`src/rtl/sar_pkg.sv`:
```
package sar_pkg;

    // Access sequencing states
    typedef enum logic [1:0] {
        ST_IDLE = 2'd0,
        ST_RAM  = 2'd1,
        ST_ROM  = 2'd2,
        ST_RESP = 2'd3
    } sar_state_e;

    // Bit positions inside one attribute nibble
    localparam int unsigned ATTR_RD_BIT = 0;
    localparam int unsigned ATTR_WR_BIT = 1;

    // Index of the first attribute register on the configuration port
    localparam logic [7:0] SAR_CFG_BASE = 8'h59;

endpackage

```
`src/rtl/sar_attr_regs.sv`:
```
module sar_attr_regs
    import sar_pkg::*;
#(
    parameter int unsigned NUM_REG = 7,
    parameter int unsigned NUM_SEG = 16
) (
    input  logic               clk,
    input  logic               rst_n,
    input  logic               cfg_we,
    input  logic [7:0]         cfg_idx,
    input  logic [7:0]         cfg_wdata,
    output logic [7:0]         cfg_rdata,
    output logic [NUM_SEG-1:0] seg_rd_en,
    output logic [NUM_SEG-1:0] seg_wr_en
);

    // segments paired under registers 1..NUM_REG-1, the rest share register 0
    localparam int unsigned PAIRED_SEG = 2 * (NUM_REG - 1);

    logic [7:0] attr_q [NUM_REG];
    logic [NUM_REG-1:0] hit;

    genvar r;
    generate
        for (r = 0; r < NUM_REG; r++) begin : g_reg
            assign hit[r] = (cfg_idx == SAR_CFG_BASE + 8'(r));

            always_ff @(posedge clk) begin
                if (!rst_n) begin
                    attr_q[r] <= 8'h00;
                end else if (cfg_we && hit[r]) begin
                    attr_q[r] <= cfg_wdata;
                end
            end
        end
    endgenerate

    always_comb begin
        cfg_rdata = 8'h00;
        for (int i = 0; i < NUM_REG; i++) begin
            if (hit[i]) begin
                cfg_rdata = attr_q[i];
            end
        end
    end

    genvar s;
    generate
        for (s = 0; s < NUM_SEG; s++) begin : g_seg
            if (s < PAIRED_SEG) begin : g_pair
                localparam int unsigned REG = 1 + s / 2;
                localparam int unsigned NIB = 4 * (s % 2);
                assign seg_rd_en[s] = attr_q[REG][NIB + ATTR_RD_BIT];
                assign seg_wr_en[s] = attr_q[REG][NIB + ATTR_WR_BIT];
            end else begin : g_top
                assign seg_rd_en[s] = attr_q[0][4 + ATTR_RD_BIT];
                assign seg_wr_en[s] = attr_q[0][4 + ATTR_WR_BIT];
            end
        end
    endgenerate

endmodule

```
`src/rtl/sar_region_decode.sv`:
```
module sar_region_decode #(
    parameter int unsigned WORD_AW = 18,
    parameter int unsigned SEG_WAW = 12,
    parameter int unsigned NUM_SEG = 16
) (
    input  logic [WORD_AW-1:0] waddr,
    input  logic [NUM_SEG-1:0] seg_rd_en,
    input  logic [NUM_SEG-1:0] seg_wr_en,
    output logic               in_win,
    output logic               rd_en,
    output logic               wr_en
);

    localparam int unsigned WIN_WAW = WORD_AW - 2;
    localparam int unsigned SEG_IW  = WIN_WAW - SEG_WAW;

    logic [SEG_IW-1:0] seg;

    // window is the topmost quarter of the address space
    assign in_win = &waddr[WORD_AW-1:WIN_WAW];
    assign seg    = waddr[WIN_WAW-1:SEG_WAW];
    assign rd_en  = seg_rd_en[seg];
    assign wr_en  = seg_wr_en[seg];

endmodule

```
`src/rtl/sar_access_fsm.sv`:
```
module sar_access_fsm
    import sar_pkg::*;
#(
    parameter int unsigned DATA_W  = 32,
    parameter int unsigned WIN_WAW = 16
) (
    input  logic                clk,
    input  logic                rst_n,
    input  logic                cpu_req,
    input  logic                cpu_we,
    input  logic [WIN_WAW-1:0]  cpu_off,
    input  logic [DATA_W/8-1:0] cpu_be,
    input  logic [DATA_W-1:0]   cpu_wdata,
    input  logic                in_win,
    input  logic                rd_en,
    input  logic                wr_en,
    output logic [DATA_W-1:0]   cpu_rdata,
    output logic                cpu_ack,
    output logic                ram_sel,
    output logic                ram_we,
    output logic [WIN_WAW-1:0]  ram_addr,
    output logic [DATA_W/8-1:0] ram_be,
    output logic [DATA_W-1:0]   ram_wdata,
    input  logic [DATA_W-1:0]   ram_rdata,
    input  logic                ram_ack,
    output logic                rom_sel,
    output logic [WIN_WAW-1:0]  rom_addr,
    input  logic [DATA_W-1:0]   rom_rdata,
    input  logic                rom_ack
);

    sar_state_e state_q, state_d;

    logic [WIN_WAW-1:0]  off_q;
    logic                we_q;
    logic [DATA_W/8-1:0] be_q;
    logic [DATA_W-1:0]   wdata_q;
    logic [DATA_W-1:0]   rdata_q;

    // next-state selection
    always_comb begin
        state_d = state_q;
        unique case (state_q)
            ST_IDLE: begin
                if (cpu_req) begin
                    if (!in_win)
                        state_d = ST_RESP;            // ACCEPT_LOCAL
                    else if (cpu_we)
                        state_d = wr_en ? ST_RAM      // ACCEPT_RAM
                                        : ST_RESP;    // ACCEPT_LOCAL
                    else
                        state_d = rd_en ? ST_RAM      // ACCEPT_RAM
                                        : ST_ROM;     // ACCEPT_ROM
                end
            end
            ST_RAM:  if (ram_ack) state_d = ST_RESP;  // RAM_DONE
            ST_ROM:  if (rom_ack) state_d = ST_RESP;  // ROM_DONE
            ST_RESP: state_d = ST_IDLE;               // RETIRE
            default: state_d = ST_IDLE;
        endcase
    end

    // state register
    always_ff @(posedge clk) begin
        if (!rst_n) state_q <= ST_IDLE;
        else        state_q <= state_d;
    end

    // request capture and read data return
    always_ff @(posedge clk) begin
        if (!rst_n) begin
            off_q   <= '0;
            we_q    <= 1'b0;
            be_q    <= '0;
            wdata_q <= '0;
            rdata_q <= '0;
        end else begin
            unique case (state_q)
                ST_IDLE: begin
                    if (cpu_req) begin
                        off_q   <= cpu_off;
                        we_q    <= cpu_we;
                        be_q    <= cpu_be;
                        wdata_q <= cpu_wdata;
                        rdata_q <= '0;
                    end
                end
                ST_RAM:  if (ram_ack) rdata_q <= we_q ? '0 : ram_rdata;
                ST_ROM:  if (rom_ack) rdata_q <= rom_rdata;
                ST_RESP: ;
                default: ;
            endcase
        end
    end

    // outputs decoded from the state
    always_comb begin
        ram_sel = 1'b0;
        rom_sel = 1'b0;
        cpu_ack = 1'b0;
        unique case (state_q)
            ST_IDLE: ;
            ST_RAM:  ram_sel = 1'b1;
            ST_ROM:  rom_sel = 1'b1;
            ST_RESP: cpu_ack = 1'b1;
            default: ;
        endcase
    end

    assign ram_we    = we_q;
    assign ram_addr  = off_q;
    assign ram_be    = be_q;
    assign ram_wdata = wdata_q;
    assign rom_addr  = off_q;
    assign cpu_rdata = rdata_q;

endmodule

```
`src/rtl/shadow_attr_router.sv`:
```
module shadow_attr_router
    import sar_pkg::*;
#(
    parameter int unsigned DATA_W  = 32,
    parameter int unsigned WORD_AW = 18,
    parameter int unsigned SEG_WAW = 12,
    parameter int unsigned NUM_REG = 7
) (
    input  logic                clk,
    input  logic                rst_n,
    input  logic                cfg_we,
    input  logic [7:0]          cfg_idx,
    input  logic [7:0]          cfg_wdata,
    output logic [7:0]          cfg_rdata,
    input  logic                cpu_req,
    input  logic                cpu_we,
    input  logic [WORD_AW-1:0]  cpu_waddr,
    input  logic [DATA_W/8-1:0] cpu_be,
    input  logic [DATA_W-1:0]   cpu_wdata,
    output logic [DATA_W-1:0]   cpu_rdata,
    output logic                cpu_ack,
    output logic                ram_sel,
    output logic                ram_we,
    output logic [WORD_AW-3:0]  ram_addr,
    output logic [DATA_W/8-1:0] ram_be,
    output logic [DATA_W-1:0]   ram_wdata,
    input  logic [DATA_W-1:0]   ram_rdata,
    input  logic                ram_ack,
    output logic                rom_sel,
    output logic [WORD_AW-3:0]  rom_addr,
    input  logic [DATA_W-1:0]   rom_rdata,
    input  logic                rom_ack
);

    localparam int unsigned WIN_WAW = WORD_AW - 2;
    localparam int unsigned NUM_SEG = 1 << (WIN_WAW - SEG_WAW);

    logic [NUM_SEG-1:0] seg_rd_en;
    logic [NUM_SEG-1:0] seg_wr_en;
    logic               in_win;
    logic               rd_en;
    logic               wr_en;

    sar_attr_regs #(
        .NUM_REG (NUM_REG),
        .NUM_SEG (NUM_SEG)
    ) u_regs (
        .clk       (clk),
        .rst_n     (rst_n),
        .cfg_we    (cfg_we),
        .cfg_idx   (cfg_idx),
        .cfg_wdata (cfg_wdata),
        .cfg_rdata (cfg_rdata),
        .seg_rd_en (seg_rd_en),
        .seg_wr_en (seg_wr_en)
    );

    sar_region_decode #(
        .WORD_AW (WORD_AW),
        .SEG_WAW (SEG_WAW),
        .NUM_SEG (NUM_SEG)
    ) u_dec (
        .waddr     (cpu_waddr),
        .seg_rd_en (seg_rd_en),
        .seg_wr_en (seg_wr_en),
        .in_win    (in_win),
        .rd_en     (rd_en),
        .wr_en     (wr_en)
    );

    sar_access_fsm #(
        .DATA_W  (DATA_W),
        .WIN_WAW (WIN_WAW)
    ) u_fsm (
        .clk       (clk),
        .rst_n     (rst_n),
        .cpu_req   (cpu_req),
        .cpu_we    (cpu_we),
        .cpu_off   (cpu_waddr[WIN_WAW-1:0]),
        .cpu_be    (cpu_be),
        .cpu_wdata (cpu_wdata),
        .in_win    (in_win),
        .rd_en     (rd_en),
        .wr_en     (wr_en),
        .cpu_rdata (cpu_rdata),
        .cpu_ack   (cpu_ack),
        .ram_sel   (ram_sel),
        .ram_we    (ram_we),
        .ram_addr  (ram_addr),
        .ram_be    (ram_be),
        .ram_wdata (ram_wdata),
        .ram_rdata (ram_rdata),
        .ram_ack   (ram_ack),
        .rom_sel   (rom_sel),
        .rom_addr  (rom_addr),
        .rom_rdata (rom_rdata),
        .rom_ack   (rom_ack)
    );

endmodule

```
`config.mk`:
```
export PLATFORM = sky130hd
export DESIGN_NAME = shadow_attr_router
export DESIGN_NICKNAME = d
export VERILOG_FILES = /design/src/rtl/sar_pkg.sv /design/src/rtl/sar_attr_regs.sv /design/src/rtl/sar_region_decode.sv /design/src/rtl/sar_access_fsm.sv /design/src/rtl/shadow_attr_router.sv
export SDC_FILE = /design/constraint.sdc
export NUM_CORES = 1
export LEC_CHECK = 0
export CAP_MARGIN = 20
export CORE_MARGIN = 2
export CORE_UTILIZATION = 35
export DETAILED_ROUTE_END_ITERATION = 16
export DONT_BUFFER_PORTS = 1
export HOLD_SLACK_MARGIN = 0.03
export SLEW_MARGIN = 20
export SYNTH_ARGS = -nofsm -noshare
export SYNTH_HDL_FRONTEND = slang
export SYNTH_SLANG_ARGS = --single-unit
```
`constraint.sdc`:
```
create_clock -name clk -period 3.8 [get_ports clk]
set_clock_uncertainty 0.1 [all_clocks]
set_input_delay 0.19 -clock clk [delete_from_list [all_inputs] [get_ports clk]]
set_output_delay 0.19 -clock clk [all_outputs]
set_load 0.02 [all_outputs]
```
---- Word-level counts from Yosys, hierarchy flattened ----
Memory sizes are Yosys's and may differ from the RTL's.
Index checks and enable logic that the tools add are counted.
cells by class
  magnitude comparators ................... 1
  equality and inequality tests ........... 13
  multiplexer cells ....................... 56
  bitwise operators ....................... 7
  reduce and logical (&&, ||, !) cells .... 13
operators with widths
  kind                                                         number
  2-to-1 mux 32 bit                                            4
  2-to-1 mux 8 bit                                             14
  case mux 32 bit (3 select lines)                             1
  equality test 8 x 7 -> 1 bit (second input constant)         7
  2-to-1 mux 1 bit                                             27
  2-to-1 mux 2 bit                                             7
  binary-select mux 1 bit (select 4 bit)                       2
  case mux 2 bit (4 select lines)                              1
  logical AND 1 bit                                            7
  bitwise OR 1 bit                                             7
  inequality test 2 bit (second input constant)                3
  less-than comparator 4 x 5 -> 1 bit (second input constant)  1
  equality test 2 bit (second input constant)                  2
  AND reduction 2 bit                                          2
  AND reduction 4 bit                                          1
  AND reduction 3 bit                                          1
  nonzero test 3 bit                                           1
  equality test 2 x 1 -> 1 bit (second input constant)         1
  logical NOT 2 bit                                            1
storage, ports and cells
  flip-flop bits (word level) ............. 87
  bits in writable memories ............... 56
  input port bits ......................... 141
  output and inout port bits .............. 112
  logic and storage cells ................. 97
  memories ................................ 1
memories
  name           depth  bits a word  rd ports  clocked after memory_dff  write ports  RTL line             RTL
  u_regs.attr_q  7      8            7         0                         7            sar_attr_regs.sv:20  logic [7:0] attr_q [NUM_REG];

---- Longest topological paths before layout ----
Gate-level depths: netlist of run 1.
  word-level depth ........................ 8
  mapped depth ............................ 10
  mapped depth without buffers ............ 7

---- Hierarchy ----
Synthesis of run 1 repeated with hierarchy kept, for this count alone.
second synthesis, totals
  cell total of the unflattened synthesis .. 695
  area total of the unflattened synthesis .. 7174.4 um^2
by module, submodules not included
  module             instances  cells each  area an instance (um^2)  sequential area each (um^2)
  sar_access_fsm     1          419         3893.7                   1741.7
  sar_attr_regs      1          254         3005.4                   1681.6
  sar_region_decode  1          22          275.3                    0.0

---- Worst setup path before layout of run 1 ----
No wires, ideal clock.
  kind .................................... reg2reg
  start point ............................. register u_fsm.state_q[0]
  end point ............................... register u_fsm.rdata_q[10], in the netlist u_fsm.cpu_rdata[10]
  setup time .............................. 0.076 ns
  data arrival time ....................... 2.006 ns
  data required time ...................... 3.624 ns
  path slack .............................. 1.619 ns
  cell stages (with the launch flop) ...... 11
  buffers on the path ..................... 3
  clock period less this slack ............ 2.181 ns
  cells stage by stage .................... dfxtp_1 inv_1 ha_1 clkbuf_1 inv_1 o221ai_1 or2_2 clkbuf_1 clkbuf_1 nand2_1 a21boi_0
between the ends
  cells in the longest elaborated chain, start to end .. 3
  elaborated cells between the ends (all ways) .. 9
  classes of those cells .................. eq/ne: 5; mux: 1; reduce/logical: 3
RTL lines
  item                                                                   RTL line              RTL
  start, declared                                                        sar_access_fsm.sv:32  sar_state_e state_q, state_d;
  start signal, assigned                                                 sar_access_fsm.sv:66  else state_q <= state_d;
  equality test 2 bit, or another cell as far along                      sar_access_fsm.sv:78  unique case (state_q)
  inequality test 2 bit (no line) or nonzero test 3 bit (tied branches)  --
  AND reduction 4 bit (no line)                                          --
  end signal, assigned                                                   sar_access_fsm.sv:88  ST_RAM: if (ram_ack) rdata_q <= we_q ? '0 : ram_rdata;
  end signal, assigned                                                   sar_access_fsm.sv:89  ST_ROM: if (rom_ack) rdata_q <= rom_rdata;
  end, declared                                                          sar_access_fsm.sv:38  logic [DATA_W-1:0] rdata_q;
Several ways; a longest one is shown, not always the timed one.
A chain may end at the register's enable or synchronous reset.

---- Worst setup path after layout of run 1 ----
  start point ............................. register u_fsm.state_q[1]
  end point ............................... register u_fsm.rdata_q[8], in the netlist u_fsm.cpu_rdata[8]
The elaborated chain is that of the path after synthesis.

==> flow_summary.toml, run 1 <==
[placement]
placed_area_sq_um = 6760
dp_hpwl_mm = 12.9
port_buffers = 0
gp_congestion = 0.859

[critical_path]
reg2reg_slack_ns = 0.68
critPathArrivalTime_ns = 3.38
r2r_cells = 8
worstReg2RegEnd = "u_fsm.cpu_rdata[8]$_SDFFE_PN0P_"
cpPeakStageDelay_ns = 0.86
path_max_fanout = 26
endpoint_kind = "register"
path_buf_inv = 3
cp-start-kind = "register"
worst_ep_required_time_ns = 4.06
cp_cell_sequence = "inv_1, ha_1, nor2b_2, buf_4, a22o_1, nand3_1, a21boi_0, dlygate4sd3_1"
crit_cells = 8
critical-path-top-delay-family = "buffers and inverters"
worstSetupPathType = "reg -> reg"
critPathSlowestCell = "nor2b_2"
rr_startpoint = "u_fsm.state_q[1]$_SDFFE_PN0P_"
crit_start = "u_fsm.state_q[1]$_SDFFE_PN0P_"

[timing]
layout_min_cycle_time_ns = 3.12
relSlewSlack_pct = 30.4
worst_pin_slew_ns = 1.04
whs_ns = 0.0258
min_period_over_period_pct = 82.1
finalMaxSlewViolations = 0
setup_viol = 0
fin_setup_tns_ns = 0
rsz0062_at_grt = "no"
hold_viol = 0
max_freq_mhz = 321

[synthesis]
syn_nets = 831
synth_edf_count = 56
async_flop_share_pct = 0
synth.most_common_cell = "nand2_1"
yosys-top-cells-area = "dfxtp_1, edfxtp_1, a21boi_0, nand2_1, and2_1"
netlist_area_sq_um = 6700
seq_area_frac_synth_pct = 51.1
synth_area_per_cell_sq_um = 9.79
synthTopCellsByCount = "nand2_1, dfxtp_1, a21boi_0"
synthFlopType = "dfxtp_1"
ys_warn_count = 0
synthCells = 684
ys_ff_latch = 143
synth_top_area_cell = "dfxtp_1"
synth_top_area_share_pct = 26.0
synth.distinct_cells = 41

[worst_hold_path]
min_to = "u_fsm.cpu_rdata[25]$_SDFFE_PN0P_"
min_path_cells = 3
holdCritPathClass = "in -> reg"
min-delay-start = "rom_rdata[25]"

[floorplanning]
rows = 50
die_w_um = 142
io_pins = 253
coreArea_sq_um = 18800
die-height_um = 142
start_util_pct = 35.7
fp.dieArea_sq_um = 20300

[route]
firstDrtPassIters = 5
ant_nets = 0
wire_per_inst_um = 19.7
drtIter0Drc = 475
drc = 0
vias = 5567
wl_mm = 20.5
viasPerCell = 5.35

[layout]
nets = 941
design_area_sq_um = 8840
syn_to_final_growth_pct = 32.0
n_antenna_cell = 0
n_fill_cell = 1677
layout-drive-gt1-share_pct = 8.18

[pwr]
ir_worst_vdd_uv = 327
power_density_nw_per_um2 = 580
leakagePower_uw = 0.00331
total_power_uw = 5130

[cts]
clk_latency_ns = 0.41
cts_buffers = 17
cts-resized-gates = 0
cts_tree = "done"
clockRootBuffer = "clkbuf_16"
clock-sinks = 143
clkTransAtPathRegs_ns = 0.06
htreeDepth = 4
cts.path.max_buffers = 2

[global_routing]
antenna_found_initial = 0
grt_pass1_vias = 5575
grt.overflow.total = 0
grt_max_degree = 59
grt_pass1_wl_mm = 30.2
gr-usage-all-layers_pct = 19.7

[job]
drv_cap = 0

[status]
outcome = "finished clean"
==> cells in the final DEF, fill, tap and decap left out, drive strengths merged, types with 6 or more instances in the layout <==
cell type	n
a22o	34
o21ai	11
nand2	148
ha	6
clkbuf	20
nand3	35
mux2	9
mux4	9
edfxtp	56
and2	59
buf	12
a21boi	87
inv	9
dlygate4sd3	146
a21oi	7
clkinv	6
dfxtp	87
nor2	18
nor3	7
==> cells by family after synthesis <==
logic type | Yosys count | synth area share, %
adders and majority gates | 6 | 1.12
muxes | 22 | 5.25
AOI/OAI and AO/OA | 161 | 18.2
DFF | 143 | 51.1
buffers and inverters | 73 | 5.17
and+or+nand+nor | 279 | 19.1
==> where the power goes <==
| group | internal (uW) | switching, uW | total, uW | leakage, uW |
|---|---|---|---|---|
| Combinational | 563 | 777 | 1340 | 0.00177 |
| Clock | 1030 | 654 | 1680 | 0.000300 |
| Sequential | 1770 | 337 | 2110 | 0.00124 |
| Total | 3360 | 1770 | 5130 | 0.00331 |
==> final cells by class <==
type | instances | area [sq um] | share of cell area [%]
clock buffer | 20 | 469 | 5.31
clock inverter | 12 | 130 | 1.47
inverter | 6 | 22.5 | 0.255
multi-input combinational | 468 | 2940 | 33.2
sequential | 143 | 3420 | 38.7
tap | 234 | 293 | 3.31
timing repair buffer | 158 | 1560 | 17.7
==> timing repair <==
action / CTS / global route
setup buffers: 0 / 0
hold buffers: 146 / 1
endpoints found under the hold margin: 144 / 1
==> through the flow <==
stage / worst slack (ns) / instances / utilization, %
floorplan: 1.62 / 684 / -
global placement: 1.39 / 862 / 36.0
detailed placement: 1.29 / 862 / 36.0
CTS: 0.750 / 1040 / 47.0
global route: 0.487 / 1041 / 47.1
finish: 0.682 / 1041 / 47.1
==> worst min-delay path, cell delays in order <==
cell and delay (ns):
a22o_1 0.11, nand3_1 0.06, a21boi_0 0.13
==> flip-flops by register name, summed over array words and instances (netlist names) <==
signal           flops
u_fsm.ram_wdata     32
u_fsm.cpu_rdata     32
u_fsm.ram_addr      16
u_fsm.state_q        2
u_fsm.ram_we         1
u_regs.attr_q       56
u_fsm.ram_be         4
==> per-layer routing <==
| layer | routed length [um] | share of wire, % | GRT usage, % | up-vias |
|---|---|---|---|---|
| met1 | 7630 | 37 | 21.1 | 2681 |
| met5 | 0 | 0 | 0 | - |
| met4 | 526 | 2.6 | 7.30 | 0 |
| met2 | 10500 | 51 | 35.5 | 241 |
| li1 | - | - | - | 2610 |
| met3 | 1870 | 9.1 | 7.13 | 35 |
==> how the worst max path moves through the flow <==
stage	endpoint	slack, ns
6_report	u_fsm.cpu_rdata[8]$_SDFFE_PN0P_	0.68
5_1_grt	u_fsm.cpu_rdata[17]$_SDFFE_PN0P_	0.49
4_1_cts	u_fsm.cpu_rdata[28]$_SDFFE_PN0P_	0.75
3_5_place_dp	u_fsm.cpu_rdata[30]$_SDFFE_PN0P_	1.29
3_3_place_gp	u_fsm.cpu_rdata[29]$_SDFFE_PN0P_	1.39
2_1_floorplan	u_fsm.cpu_rdata[10]$_SDFFE_PN0P_	1.62
(Power assumes the default switching activity.)
==> run 2, diff against run 1 <==
==> constraint.sdc (replaced) <==
create_clock -name clk -period 2.6 [get_ports clk]
set_clock_uncertainty 0.1 [all_clocks]
set_input_delay 0.13 -clock clk [delete_from_list [all_inputs] [get_ports clk]]
set_output_delay 0.13 -clock clk [all_outputs]
set_load 0.02 [all_outputs]
==> run 2 against run 1 <==
Sequential share of layout area fell by 1.8 points. Critical endpoint is now u_fsm.cpu_rdata[3]$_SDFFE_PN0P_. Critical path type unchanged. Non-clock buffer count rose by 39. Largest power group unchanged. Via count rose by 3.5%. Highest routed layer unchanged.
==> flow_summary.toml, run 2 (synthesis gave the netlist of run 1 again) <==
[status]
outcome = "finished clean"

[route]
viasPerCell = 5.33
ant_nets = 0
drc = 0
wire_per_inst_um = 19.9
firstDrtPassIters = 5
wl_mm = 21.5
vias = 5763
drtIter0Drc = 410

[timing]
rsz0062_at_grt = "no"
worst_pin_slew_ns = 0.745
max_freq_mhz = 413
fin_setup_tns_ns = 0
whs_ns = 0.0445
hold_viol = 0
setup_viol = 0
layout_min_cycle_time_ns = 2.42
min_period_over_period_pct = 93.2
worst_slack_ns = 0.177
finalMaxSlewViolations = 0
relSlewSlack_pct = 50.0

[critical_path]
critPathArrivalTime_ns = 2.66
reg2reg_slack_ns = 0.18
crit_start = "u_fsm.state_q[1]$_SDFFE_PN0P_"
critPathSlowestCell = "dlygate4sd3_1"
endpoint_kind = "register"
path_max_fanout = 27
cp-start-kind = "register"
worstSetupPathType = "reg -> reg"
rr_startpoint = "u_fsm.state_q[1]$_SDFFE_PN0P_"
cpPeakStageDelay_ns = 0.56
cp_cell_sequence = "inv_1, ha_2, nor2b_4, buf_12, a22o_1, dlygate4sd3_1, nand3_1, a21boi_0"
worst_ep_required_time_ns = 2.84

[cts]
cts_tree = "done"
cts.path.max_buffers = 2
clkTransAtPathRegs_ns = 0.06
clockRootBuffer = "clkbuf_16"
htreeDepth = 4
clock-sinks = 143
cts_buffers = 17
clk_latency_ns = 0.43

[layout]
syn_to_final_growth_pct = 38.5
regMostFlops = "u_regs.attr_q"
nets = 980
final_cell_mix = "dlygate4sd3_1, nand2_1, dfxtp_1, a21boi_0, and2_1"
layout-drive-gt1-share_pct = 8.87
largest_reg_flops = 56
utilization_pct = 49.4
layout_commonest_cell = "dlygate4sd3_1"

[floorplanning]
fp.dieArea_sq_um = 20300
die-height_um = 142
io_pins = 253
start_util_pct = 35.7
die_w_um = 142
rows = 50
coreArea_sq_um = 18800

[placement]
dp_hpwl_mm = 13.2
pre_cts_ws_ns = 0.376
port_buffers = 0
gp_congestion = 0.835

[worst_hold_path]
holdCritPathClass = "in -> reg"
min-delay-start = "rom_rdata[31]"

[global_routing]
grt.overflow.total = 0
grt_max_degree = 51
grt_pass1_vias = 5885
antenna_found_initial = 1
gr-usage-all-layers_pct = 20.8
grt_pass1_wl_mm = 32.1

[pwr]
leakagePower_uw = 0.00353
ir_worst_vdd_uv = 475
power_density_nw_per_um2 = 858

[job]
drv_cap = 0
==> run 2: cell count changes in the layout (fill, tap and decap cells not counted), moves of 3 or more <==
cell and change:
dlygate4sd3_1 +31, inv_6 +4, buf_12 +3, clkinv_2 -3, buf_4 +5
==> run 2: what timing repair did <==
| item | CTS | global route |
|---|---|---|
| hold buffers | 178 | 0 |
| gates resized for setup | 0 | 2 |
| setup buffers | 0 | 0 |
| endpoints found under the hold margin | 187 | 0 |
| endpoints found under the setup margin | 0 | 26 |
==> run 2: final cells by class <==
cell class              instances  area [sq um]
clock buffers                  20           478
fillers                      1639          9490
flip-flops and latches        143          3420
well taps                     234           293
inverters                       6          22.5
multi-input cells             468          2940
repair buffers                197          1970
clock inverters                12           141
diodes                          1          2.50
==> run 2: metal layers <==
layer / up-vias / wire [um] / GRT usage [%] / part of all wire [%]
li1: 2690 / - / - / -
met1: 2774 / 8060 / 22.1 / 37
met2: 252 / 10800 / 36.6 / 50
met3: 47 / 1860 / 7.71 / 8.7
met4: 0 / 731 / 9.59 / 3.4
met5: - / 0 / 0 / 0
==> run 2: report_power, final <==
group	total, uW	switching, uW	internal (uW)
clock network	2550	1010	1540
logic	2320	1230	1090
registers	3080	497	2580
==> run 2: path summary, 6_finish.rpt <==
kind / to / cells past startpoint
setup / recovery: u_fsm.cpu_rdata[3]$_SDFFE_PN0P_ / 8
hold / removal: u_fsm.cpu_rdata[31]$_SDFFE_PN0P_ / 3
setup reg to reg: u_fsm.cpu_rdata[3]$_SDFFE_PN0P_ / 8
hold reg to reg: u_fsm.state_q[0]$_SDFFE_PN0P_ / 2
==> run 2: critical path, delay by kind of cell, from the launching register on <==
family	cells	cell delay, ns
compound gates	2	0.34
buf+inv	3	0.87
simple gates	2	0.37
fa+ha+maj	1	0.30
flops	1	0.35
==> run 2: through the flow <==
stage,cell area (sq um),power [uW],std cells
floorplan,6700,4380,684
global placement,6860,4680,870
detailed placement,6860,4760,870
CTS,9270,7910,1080
global route,9280,8320,1081
finish,9280,7950,1081
